$ cat src/rtl/bldc_gate_pkg.sv
package bldc_gate_pkg;

    localparam int NPH = 3;

    typedef logic [NPH-1:0] phase_mask_t;

    // off-cycle recirculation pattern, index is {mode, sr}
    typedef enum logic [1:0] {
        DECAY_COAST    = 2'b00,
        DECAY_SR_OPP   = 2'b01,
        DECAY_LOW_ONE  = 2'b10,
        DECAY_LOW_BOTH = 2'b11
    } decay_e;

    typedef struct packed {
        logic        valid;
        phase_mask_t hi;
        phase_mask_t lo;
    } comm_t;

    typedef struct packed {
        phase_mask_t hi;
        phase_mask_t lo;
    } gate_req_t;

    function automatic logic hall_legal(input logic [2:0] code);
        return (code != 3'b000) && (code != 3'b111);
    endfunction

    // forward table; reverse swaps the two phases
    function automatic comm_t commutate(input logic [2:0] code, input logic fwd);
        comm_t       r;
        phase_mask_t a;
        phase_mask_t b;
        a = '0;
        b = '0;
        case (code)
            3'd1: begin a = 3'b001; b = 3'b100; end
            3'd2: begin a = 3'b010; b = 3'b001; end
            3'd3: begin a = 3'b010; b = 3'b100; end
            3'd4: begin a = 3'b100; b = 3'b010; end
            3'd5: begin a = 3'b001; b = 3'b010; end
            3'd6: begin a = 3'b100; b = 3'b001; end
            default: begin a = '0; b = '0; end
        endcase
        r.valid = hall_legal(code);
        r.hi    = fwd ? a : b;
        r.lo    = fwd ? b : a;
        return r;
    endfunction

endpackage

$ cat src/rtl/hall_commutator.sv
module hall_commutator
    import bldc_gate_pkg::*;
(
    input  logic [2:0] hall,
    input  logic       dir,
    output comm_t      sel
);
    always_comb begin
        sel = commutate(hall, dir);
    end
endmodule

$ cat src/rtl/decay_select.sv
module decay_select
    import bldc_gate_pkg::*;
(
    input  comm_t     sel,
    input  logic      chop,
    input  logic      trip,
    input  logic      mode,
    input  logic      sr,
    input  logic      brake_n,
    input  logic      drv_off,
    output gate_req_t req
);
    logic   drive_on;
    decay_e pattern;

    assign drive_on = chop && !trip;
    assign pattern  = decay_e'({mode, sr});

    // priority: disable, illegal code, brake, drive, recirculation
    always_comb begin
        req = '0;
        if (drv_off || !sel.valid) begin
            req = '0;
        end else if (!brake_n) begin
            req.hi = '0;
            req.lo = '1;
        end else if (drive_on) begin
            req.hi = sel.hi;
            req.lo = sel.lo;
        end else begin
            case (pattern)
                DECAY_COAST:    req = '0;
                DECAY_LOW_ONE:  req.lo = sel.lo;
                DECAY_SR_OPP: begin
                    req.hi = sel.lo;
                    req.lo = sel.hi;
                end
                DECAY_LOW_BOTH: req.lo = sel.hi | sel.lo;
                default:        req = '0;
            endcase
        end
    end
endmodule

$ cat src/rtl/gate_leg_dt.sv
module gate_leg_dt #(
    parameter int DT_W = 10
) (
    input  logic            clk,
    input  logic            rst,
    input  logic            req_h,
    input  logic            req_l,
    input  logic            boot_ok,
    input  logic [DT_W-1:0] dead,
    output logic            gh,
    output logic            gl
);
    logic [DT_W-1:0] cnt_q;
    logic [DT_W-1:0] cnt_n;
    logic            gh_q, gl_q, gh_n, gl_n;
    logic            expired, turnoff;

    assign expired = (cnt_q == '0);

    always_comb begin
        // a gate already on follows its request; turn-on waits for the leg
        if (gh_q) gh_n = req_h;
        else      gh_n = req_h && !req_l && expired && !gl_q && boot_ok;

        if (gl_q) gl_n = req_l;
        else      gl_n = req_l && !req_h && expired && !gh_q;

        turnoff = (gh_q && !gh_n) || (gl_q && !gl_n);

        if (turnoff)      cnt_n = dead;
        else if (expired) cnt_n = '0;
        else              cnt_n = cnt_q - 1'b1;
    end

    always_ff @(posedge clk) begin
        if (rst) begin
            gh_q  <= 1'b0;
            gl_q  <= 1'b0;
            cnt_q <= '0;
        end else begin
            gh_q  <= gh_n;
            gl_q  <= gl_n;
            cnt_q <= cnt_n;
        end
    end

    assign gh = gh_q;
    assign gl = gl_q;
endmodule

$ cat src/rtl/bldc_gate_ctrl.sv
module bldc_gate_ctrl
    import bldc_gate_pkg::*;
#(
    parameter int DT_W = 10
) (
    input  logic            clk,
    input  logic            rst,
    input  logic [2:0]      hall,
    input  logic            dir,
    input  logic            chop,
    input  logic            trip,
    input  logic            mode,
    input  logic            sr,
    input  logic            brake_n,
    input  logic            drv_off,
    input  logic [2:0]      boot_ok,
    input  logic [DT_W-1:0] dead_cycles,
    output logic [2:0]      gh,
    output logic [2:0]      gl,
    output logic            hall_fault
);
    comm_t     sel;
    gate_req_t req;
    logic      fault_q;

    hall_commutator u_comm (
        .hall (hall),
        .dir  (dir),
        .sel  (sel)
    );

    decay_select u_decay (
        .sel     (sel),
        .chop    (chop),
        .trip    (trip),
        .mode    (mode),
        .sr      (sr),
        .brake_n (brake_n),
        .drv_off (drv_off),
        .req     (req)
    );

    for (genvar i = 0; i < NPH; i++) begin : g_leg
        gate_leg_dt #(.DT_W(DT_W)) u_leg (
            .clk     (clk),
            .rst     (rst),
            .req_h   (req.hi[i]),
            .req_l   (req.lo[i]),
            .boot_ok (boot_ok[i]),
            .dead    (dead_cycles),
            .gh      (gh[i]),
            .gl      (gl[i])
        );
    end

    always_ff @(posedge clk) begin
        if (rst) fault_q <= 1'b0;
        else     fault_q <= !sel.valid;
    end

    assign hall_fault = fault_q;
endmodule

$ cat config.mk
export PLATFORM = sky130hd
export DESIGN_NAME = bldc_gate_ctrl
export DESIGN_NICKNAME = d
export VERILOG_FILES = /design/src/rtl/bldc_gate_pkg.sv /design/src/rtl/hall_commutator.sv /design/src/rtl/decay_select.sv /design/src/rtl/gate_leg_dt.sv /design/src/rtl/bldc_gate_ctrl.sv
export SDC_FILE = /design/constraint.sdc
export NUM_CORES = 1
export LEC_CHECK = 0
export ABC_CLOCK_PERIOD_IN_PS = 6180
export BUFFER_PORTS_ARGS = -buffer_cell sky130_fd_sc_hd__buf_4
export CORE_AREA = 2 2 80 82
export CTS_CLUSTER_DIAMETER = 100
export DETAILED_ROUTE_END_ITERATION = 10
export DIE_AREA = 0 0 82 84
export GPL_ROUTABILITY_DRIVEN = 0
export SYNTH_ARGS = -nofsm -noshare
export SYNTH_HDL_FRONTEND = slang
export SYNTH_SLANG_ARGS = --single-unit
$ cat constraint.sdc
create_clock -name clk -period 6.18 [get_ports clk]
set_input_delay 0.618 -clock clk [delete_from_list [all_inputs] [get_ports clk]]
set_output_delay 0.618 -clock clk [all_outputs]
set_load 0.005 [all_outputs]
==> results of run 1 <==
==> cell families after synthesis <==
kind of cell             count (synthesis)
flip-flops                              37
AO/OA/AOI/OAI                           51
multiplexers                            27
AND/OR/NAND/NOR                        126
adder cells (fa/ha/maj)                  3
XOR/XNOR                                 8
buffers and inverters                   29
==> layout by cell type, fill, tap and decap left out, drive strengths merged, types with 5 or more instances in the layout <==
cell,instances
a21oi,15
buf,31
clkbuf,5
dfxtp,37
inv,12
mux2i,27
nand2,20
nand2b,13
nor2,17
nor3,20
o21ai,8
or2,7
or3,10
or4,7
==> per-layer routing <==
metal	track usage (%)	part of all wire [%]
met1	22.86	50
met2	23.73	45
met3	3.030	3.5
met4	6.515	2.4
met5	0	0
==> state kept, by name, indices dropped and copies added, names as in the netlist <==
register	count
g_leg.u_leg.gl	3
hall_fault	1
g_leg.u_leg.cnt_q	30
g_leg.u_leg.gh	3
==> power by group through the flow <==
stage / clock, mW / combinational [mW] / sequential (mW)
detailed placement: 0 / 0.537 / 0.388
global route: 0.279 / 0.614 / 0.397
global placement: 0 / 0.533 / 0.389
finish: 0.259 / 0.540 / 0.385
CTS: 0.266 / 0.543 / 0.384
floorplan: 0 / 0.449 / 0.372
==> tightest hold or removal path: stages (launching register included) <==
cell	delay [ns]
dfxtp_1	0.32
nand2_1	0.05
a311oi_1	0.09
==> layout make-up <==
class	count	area [µm²]
Clock inverter	3	68.82
Clock buffer	5	68.82
Tap cell	77	96.34
Fill cell	627	3372
Sequential cell	37	740.7
Inverter	11	41.29
Timing Repair Buffer	31	232.7
Multi-Input combinational cell	215	1475
==> Yosys cell counts (3+ instances only) <==
cell type / n
dfxtp_1: 37
a21o_1: 4
a211oi_1: 4
nand4b_1: 3
or2_2: 7
nor3b_1: 4
inv_1: 11
nor3_1: 19
nand2b_1: 13
a311oi_1: 3
a21oi_1: 15
mux2i_1: 27
or3_1: 10
and3_1: 3
o221ai_1: 3
nor2b_1: 4
o21ai_0: 6
xor2_1: 4
buf_2: 3
nor2_1: 16
xnor2_1: 4
a31oi_1: 3
clkbuf_1: 6
nand2_1: 20
or4_1: 6
nand3_1: 4
ha_1: 3
buf_4: 6
==> worst max path at each step <==
stage | from | end | slack (ns) | cells past startpoint
final | hall[0] | g_leg[0].u_leg.cnt_q[2]$_SDFF_PP0_ | 3.74 | 6
after CTS | hall[0] | g_leg[0].u_leg.cnt_q[2]$_SDFF_PP0_ | 3.72 | 6
after floorplan | hall[0] | g_leg[2].u_leg.cnt_q[7]$_SDFF_PP0_ | 3.86 | 7
after global placement | hall[0] | g_leg[0].u_leg.cnt_q[8]$_SDFF_PP0_ | 3.44 | 6
after global routing | g_leg[0].u_leg.cnt_q[0]$_SDFF_PP0_ | g_leg[0].u_leg.cnt_q[2]$_SDFF_PP0_ | 3.55 | 8
after detailed placement | hall[0] | g_leg[0].u_leg.cnt_q[4]$_SDFF_PP0_ | 3.40 | 6
==> through the flow <==
step / util, % / setup slack (ns) / std cells
finish: 44.68 / 3.744 / 379
global route: 44.68 / 3.554 / 379
CTS: 44.68 / 3.717 / 379
detailed placement: 42.43 / 3.397 / 371
global placement: 42.43 / 3.440 / 371
floorplan: - / 3.855 / 281
==> results.py, run 1 <==
metrics = {
    "detailed_routing": {
        "post_drt_wl_per_cell_um": 13.94,
        "drtIter0Drc": 62,
        "vias": 2040,
        "vias_per_cell": 5.383,
        "ant_nets": 0,
        "route.detailed.drc": 0,
        "wirelength_um": 5283,
        "drt_pass1_iterations": 5,
    },
    "critical_path": {
        "worstPathCellList": "buf_4 > and3_2 > nor3_4 > nand3_1 > a22oi_1 > mux2i_1",
        "critPathBufInv": 1,
        "path_delay_family": "compound AO/OA/AOI/OAI gates",
        "slowest_stage": "a22oi_1",
        "path_class": "input pin to flop",
        "crit_path_max_incr_delay_ns": 0.89,
        "worstPathArrival_ns": 2.66,
        "end_kind": "flop",
        "r2r-end": "g_leg[0].u_leg.cnt_q[2]$_SDFF_PP0_",
        "crit_required_ns": 6.40,
        "cp-start-kind": "input pin",
        "reg2regPathDepth": 8,
        "critPathMaxFanout": 10,
        "r2r-start": "g_leg[0].u_leg.cnt_q[0]$_SDFF_PP0_",
        "ff2ff_setup_slack_ns": 3.81,
    },
    "clock_tree": {
        "clock-sinks": 37,
        "cts_max_level": 2,
        "hold_buffers": 0,
        "numCtsBuffers": 5,
        "postCtsSetupBuffers": 0,
        "cts_buffer_depth": 2,
        "clkTransAtPathRegs_ns": 0.08,
        "cts_root_buf": "clkbuf_8",
        "cts_tree": "done",
        "post_cts_resized": 0,
        "worst_skew_pair.late_latency_ns": 0.30,
    },
    "global_routing": {
        "overflow": 0,
        "grt_max_degree": 44,
        "grt_usage_pct": 16.12,
        "grt_pass1_vias": 1816,
        "grt_antenna_before_repair": 0,
        "grt_pass1_wl_um": 8521,
    },
    "floorplan": {
        "ios": 32,
        "die_area_um2": 6888,
        "start_util_pct": 38.81,
        "die_h_um": 84,
        "core_um2": 6096,
        "fp-row-count": 29,
        "fp.dieW_um": 82,
    },
    "timing": {
        "period_share_pct": 39.41,
        "tns_ns": 0,
        "hold_viol": 0,
        "min_period_ns": 2.436,
        "tightest_slew_ns": 1.081,
        "setup_violations": 0,
        "holdWs_ns": 0.5136,
        "fin_skew_ns": 0.01412,
        "slew_viol_final": 0,
        "rsz0062_at_grt": "no",
        "relSlewSlack_pct": 27.90,
        "max_freq_mhz": 410.5,
    },
    "power_and_ir_drop": {
        "p_switching_mw": 0.4429,
        "finalPower_mw": 1.184,
        "p_int_mw": 0.7409,
        "vdd_drop_max_mv": 0.1562,
        "pwr-share-clk_pct": 21.9,
        "swShare_pct": 37.41,
        "p_seq_share_pct": 32.5,
        "p_per_area_nw_per_um2": 434.6,
        "p_leak_nw": 1.101,
        "power_frac_comb_pct": 45.6,
    },
    "final_layout": {
        "fin_nets": 329,
        "drive_gt1_share_pct": 19.54,
        "area_delta_synth_final_pct": 15.12,
        "diodes": 0,
        "design_area_um2": 2724,
    },
    "logic_synthesis": {
        "synth_xor_area_share_pct": 2.961,
        "yosysSeqAreaShare_pct": 31.31,
        "synthAdderAreaFrac_pct": 1.586,
        "synth-edff-count": 0,
        "synth.avg_cell_area_um2": 8.420,
        "ys_ff_latch": 37,
        "synth_warnings": 0,
        "synthDistinctLibCells": 55,
        "synthFlopType": "dfxtp_1",
        "synth_top_family_by_area": "simple AND/OR/NAND/NOR gates",
        "synth-async-reset-ratio_pct": 0,
        "synth_simple_gate_area_share_pct": 31.09,
        "synthTopCellsByArea": "dfxtp_1 (31%), mux2i_1 (11%), nor3_1 (4.0%)",
        "yosysTopAreaCell": "dfxtp_1",
        "synthMuxAreaShare_pct": 11.42,
        "netlist.area_leader.share_pct": 31.31,
        "synthesis.nets": 309,
        "synth_compound_area_share_pct": 15.28,
        "syn_inst": 281,
        "synth_area_um2": 2366,
    },
    "placement": {
        "place_hpwl_um": 3825,
        "placed_cell_area_um2": 2586,
        "io_buffers": 31,
    },
    "run_status": {
        "outcome": "completed",
    },
    "worst_hold_path": {
        "min_from": "g_leg[2].u_leg.cnt_q[4]$_SDFF_PP0_",
        "hold_end": "g_leg[2].u_leg.cnt_q[4]$_SDFF_PP0_",
        "min_path_cells": 2,
        "worstHoldPathType": "flop to flop",
    },
    "job": {
        "drv_cap": 0,
    },
}
(Power assumes the default switching activity.)
==> run 2, diff against run 1 <==
Settings changed: ABC_AREA set to 1, ABC_CLOCK_PERIOD_IN_PS 6180 to 2050, CORE_AREA 2 2 80 82 to 2 2 83 85, DIE_AREA 0 0 82 84 to 0 0 85 87.
Clock period 6.18 ns to 2.05 ns, I/O delays scaled along.
==> results.py, run 2 <==
metrics = {
    "run_status": {
        "outcome": "completed",
    },
    "final_layout": {
        "fill_cells": 697,
        "regMostFlops": "g_leg.u_leg.cnt_q",
        "drive_gt1_share_pct": 14.90,
        "fin_nets": 470,
        "largest_reg_flops": 30,
        "final_common_cell": "nand2_1",
        "area_delta_synth_final_pct": 14.34,
        "design_area_um2": 2894,
        "diodes": 0,
        "layout_common_cells": "nand2_1 (97), nor2_1 (90), nand3_1 (62), inv_1 (43), dfxtp_1 (37)",
    },
    "power_and_ir_drop": {
        "vdd_drop_max_mv": 0.7158,
        "p_per_area_nw_per_um2": 1354,
        "p_leak_nw": 1.449,
    },
    "global_routing": {
        "grt_antenna_before_repair": 0,
        "overflow": 0,
        "grt_usage_pct": 16.90,
        "grt_pass1_vias": 2253,
        "grt_max_degree": 34,
        "grt_pass1_wl_um": 10080,
    },
    "timing": {
        "min_period_ns": 1.800,
        "slew_viol_final": 0,
        "max_freq_mhz": 555.6,
        "relSlewSlack_pct": 68.38,
        "rsz0062_at_grt": "no",
        "tightest_slew_ns": 0.4731,
        "period_share_pct": 87.81,
        "tns_ns": 0,
        "setup_violations": 0,
        "fin_skew_ns": 0.005504,
        "hold_viol": 0,
    },
    "clock_tree": {
        "numCtsBuffers": 5,
        "worst_skew_pair.late_latency_ns": 0.29,
        "cts_tree": "done",
        "cts_max_level": 2,
        "postCtsSetupBuffers": 0,
        "cts_root_buf": "clkbuf_8",
        "clkTransAtPathRegs_ns": 0.08,
        "post_cts_resized": 0,
        "hold_buffers": 0,
        "clock-sinks": 37,
        "cts_buffer_depth": 2,
    },
    "logic_synthesis": {
        "ys_ff_latch": 37,
        "synthDistinctLibCells": 28,
        "netlist.area_leader.share_pct": 29.26,
        "synth_warnings": 0,
        "syn_inst": 417,
        "synth.avg_cell_area_um2": 6.070,
        "synth_area_um2": 2531,
        "synthFlopType": "dfxtp_1",
        "synth-edff-count": 0,
        "synth.top_cells.by_count": "nand2_1 (97), nor2_1 (90), nand3_1 (62)",
        "yosysMostFrequentCell": "nand2_1",
        "yosysTopAreaCell": "dfxtp_1",
        "synthTopCellsByArea": "dfxtp_1 (29%), nand2_1 (14%), nor2_1 (13%)",
        "yosysSeqAreaShare_pct": 29.26,
        "synth-async-reset-ratio_pct": 0,
        "synthesis.nets": 445,
    },
    "job": {
        "drv_cap": 0,
    },
    "detailed_routing": {
        "wirelength_um": 5987,
        "vias": 2531,
        "ant_nets": 0,
        "drt_pass1_iterations": 4,
        "route.detailed.drc": 0,
        "vias_per_cell": 4.839,
        "post_drt_wl_per_cell_um": 11.45,
        "drtIter0Drc": 180,
    },
    "placement": {
        "place_hpwl_um": 4532,
        "placed_cell_area_um2": 2760,
        "io_buffers": 31,
    },
    "floorplan": {
        "die_h_um": 87,
        "ios": 32,
        "die_area_um2": 7395,
        "fp.dieW_um": 85,
        "start_util_pct": 38.53,
        "fp-row-count": 30,
        "core_um2": 6569,
    },
    "worst_hold_path": {
        "worstHoldPathType": "input pin to flop",
    },
    "critical_path": {
        "crit_required_ns": 2.26,
        "path_class": "flop to flop",
        "cp-start-kind": "flop",
        "end_kind": "flop",
        "critPathMaxFanout": 6,
        "ff2ff_setup_slack_ns": 0.25,
        "worstPathArrival_ns": 2.01,
    },
}
run 2: path summary, 6_finish.rpt:
path / endpoint / from / cells past startpoint
worst max-delay path: g_leg[1].u_leg.gh$_SDFF_PP0_ / g_leg[1].u_leg.cnt_q[0]$_SDFF_PP0_ / 8
worst min-delay path: g_leg[2].u_leg.cnt_q[1]$_SDFF_PP0_ / rst / 2
worst max register to register: g_leg[1].u_leg.gh$_SDFF_PP0_ / g_leg[1].u_leg.cnt_q[0]$_SDFF_PP0_ / 8
worst min register to register: g_leg[1].u_leg.gh$_SDFF_PP0_ / g_leg[1].u_leg.gh$_SDFF_PP0_ / 2
run 2: through the flow:
stage                     worst slack [ns]  instances  total power [mW]  util [%]  hold WS [ns]
final                               0.2500        523             3.918     44.06        0.1212
after detailed placement            0.2672        515             3.174     42.02        0.4338
after floorplan                     0.5516        417             2.809         -        0.2741
after global placement              0.2979        515             3.149     42.02        0.4225
after CTS                           0.2454        523             3.949     44.06        0.1042
after global routing               0.09294        523             4.361     44.06        0.1019
run 2: logic make-up after synthesis:
kind of cell,count (synthesis),synth area share [%]
xor+xnor,9,3.114
compound gates,29,6.179
buf+inv,61,11.37
simple gates,278,48.59
fa+ha+maj,3,1.483
flops,37,29.26
run 2: critical path, stage by stage (launching register included):
cell and delay [ns]:
dfxtp_1 0.32, inv_1 0.07, ha_1 0.18, nand3_1 0.14
nor2_1 0.21, nand2_1 0.09, nor2_1 0.35, nand3_1 0.13
a211oi_1 0.22
run 2: report_power, final:
| group | internal, mW | total (mW) | switching, mW |
|---|---|---|---|
| clock network | 0.483 | 0.748 | 0.264 |
| logic | 0.877 | 2.07 | 1.19 |
| registers | 0.952 | 1.11 | 0.153 |
run 2: per-layer routing:
layer  track usage [%]  share of wire, %
met3             4.171               3.7
met5                 0                 0
met4             4.185              0.53
met1             22.62                50
met2             27.41                46
run 2: cell type report:
class,instances,area (µm²),share of cell area [%]
Clock inverter,3,65.06,2.248
Tap cell,80,100.1,3.459
Clock buffer,5,68.82,2.378
Multi-Input combinational cell,319,1503,51.92
Timing Repair Buffer,32,240.2,8.301
Inverter,47,176.4,6.096
Sequential cell,37,740.7,25.59
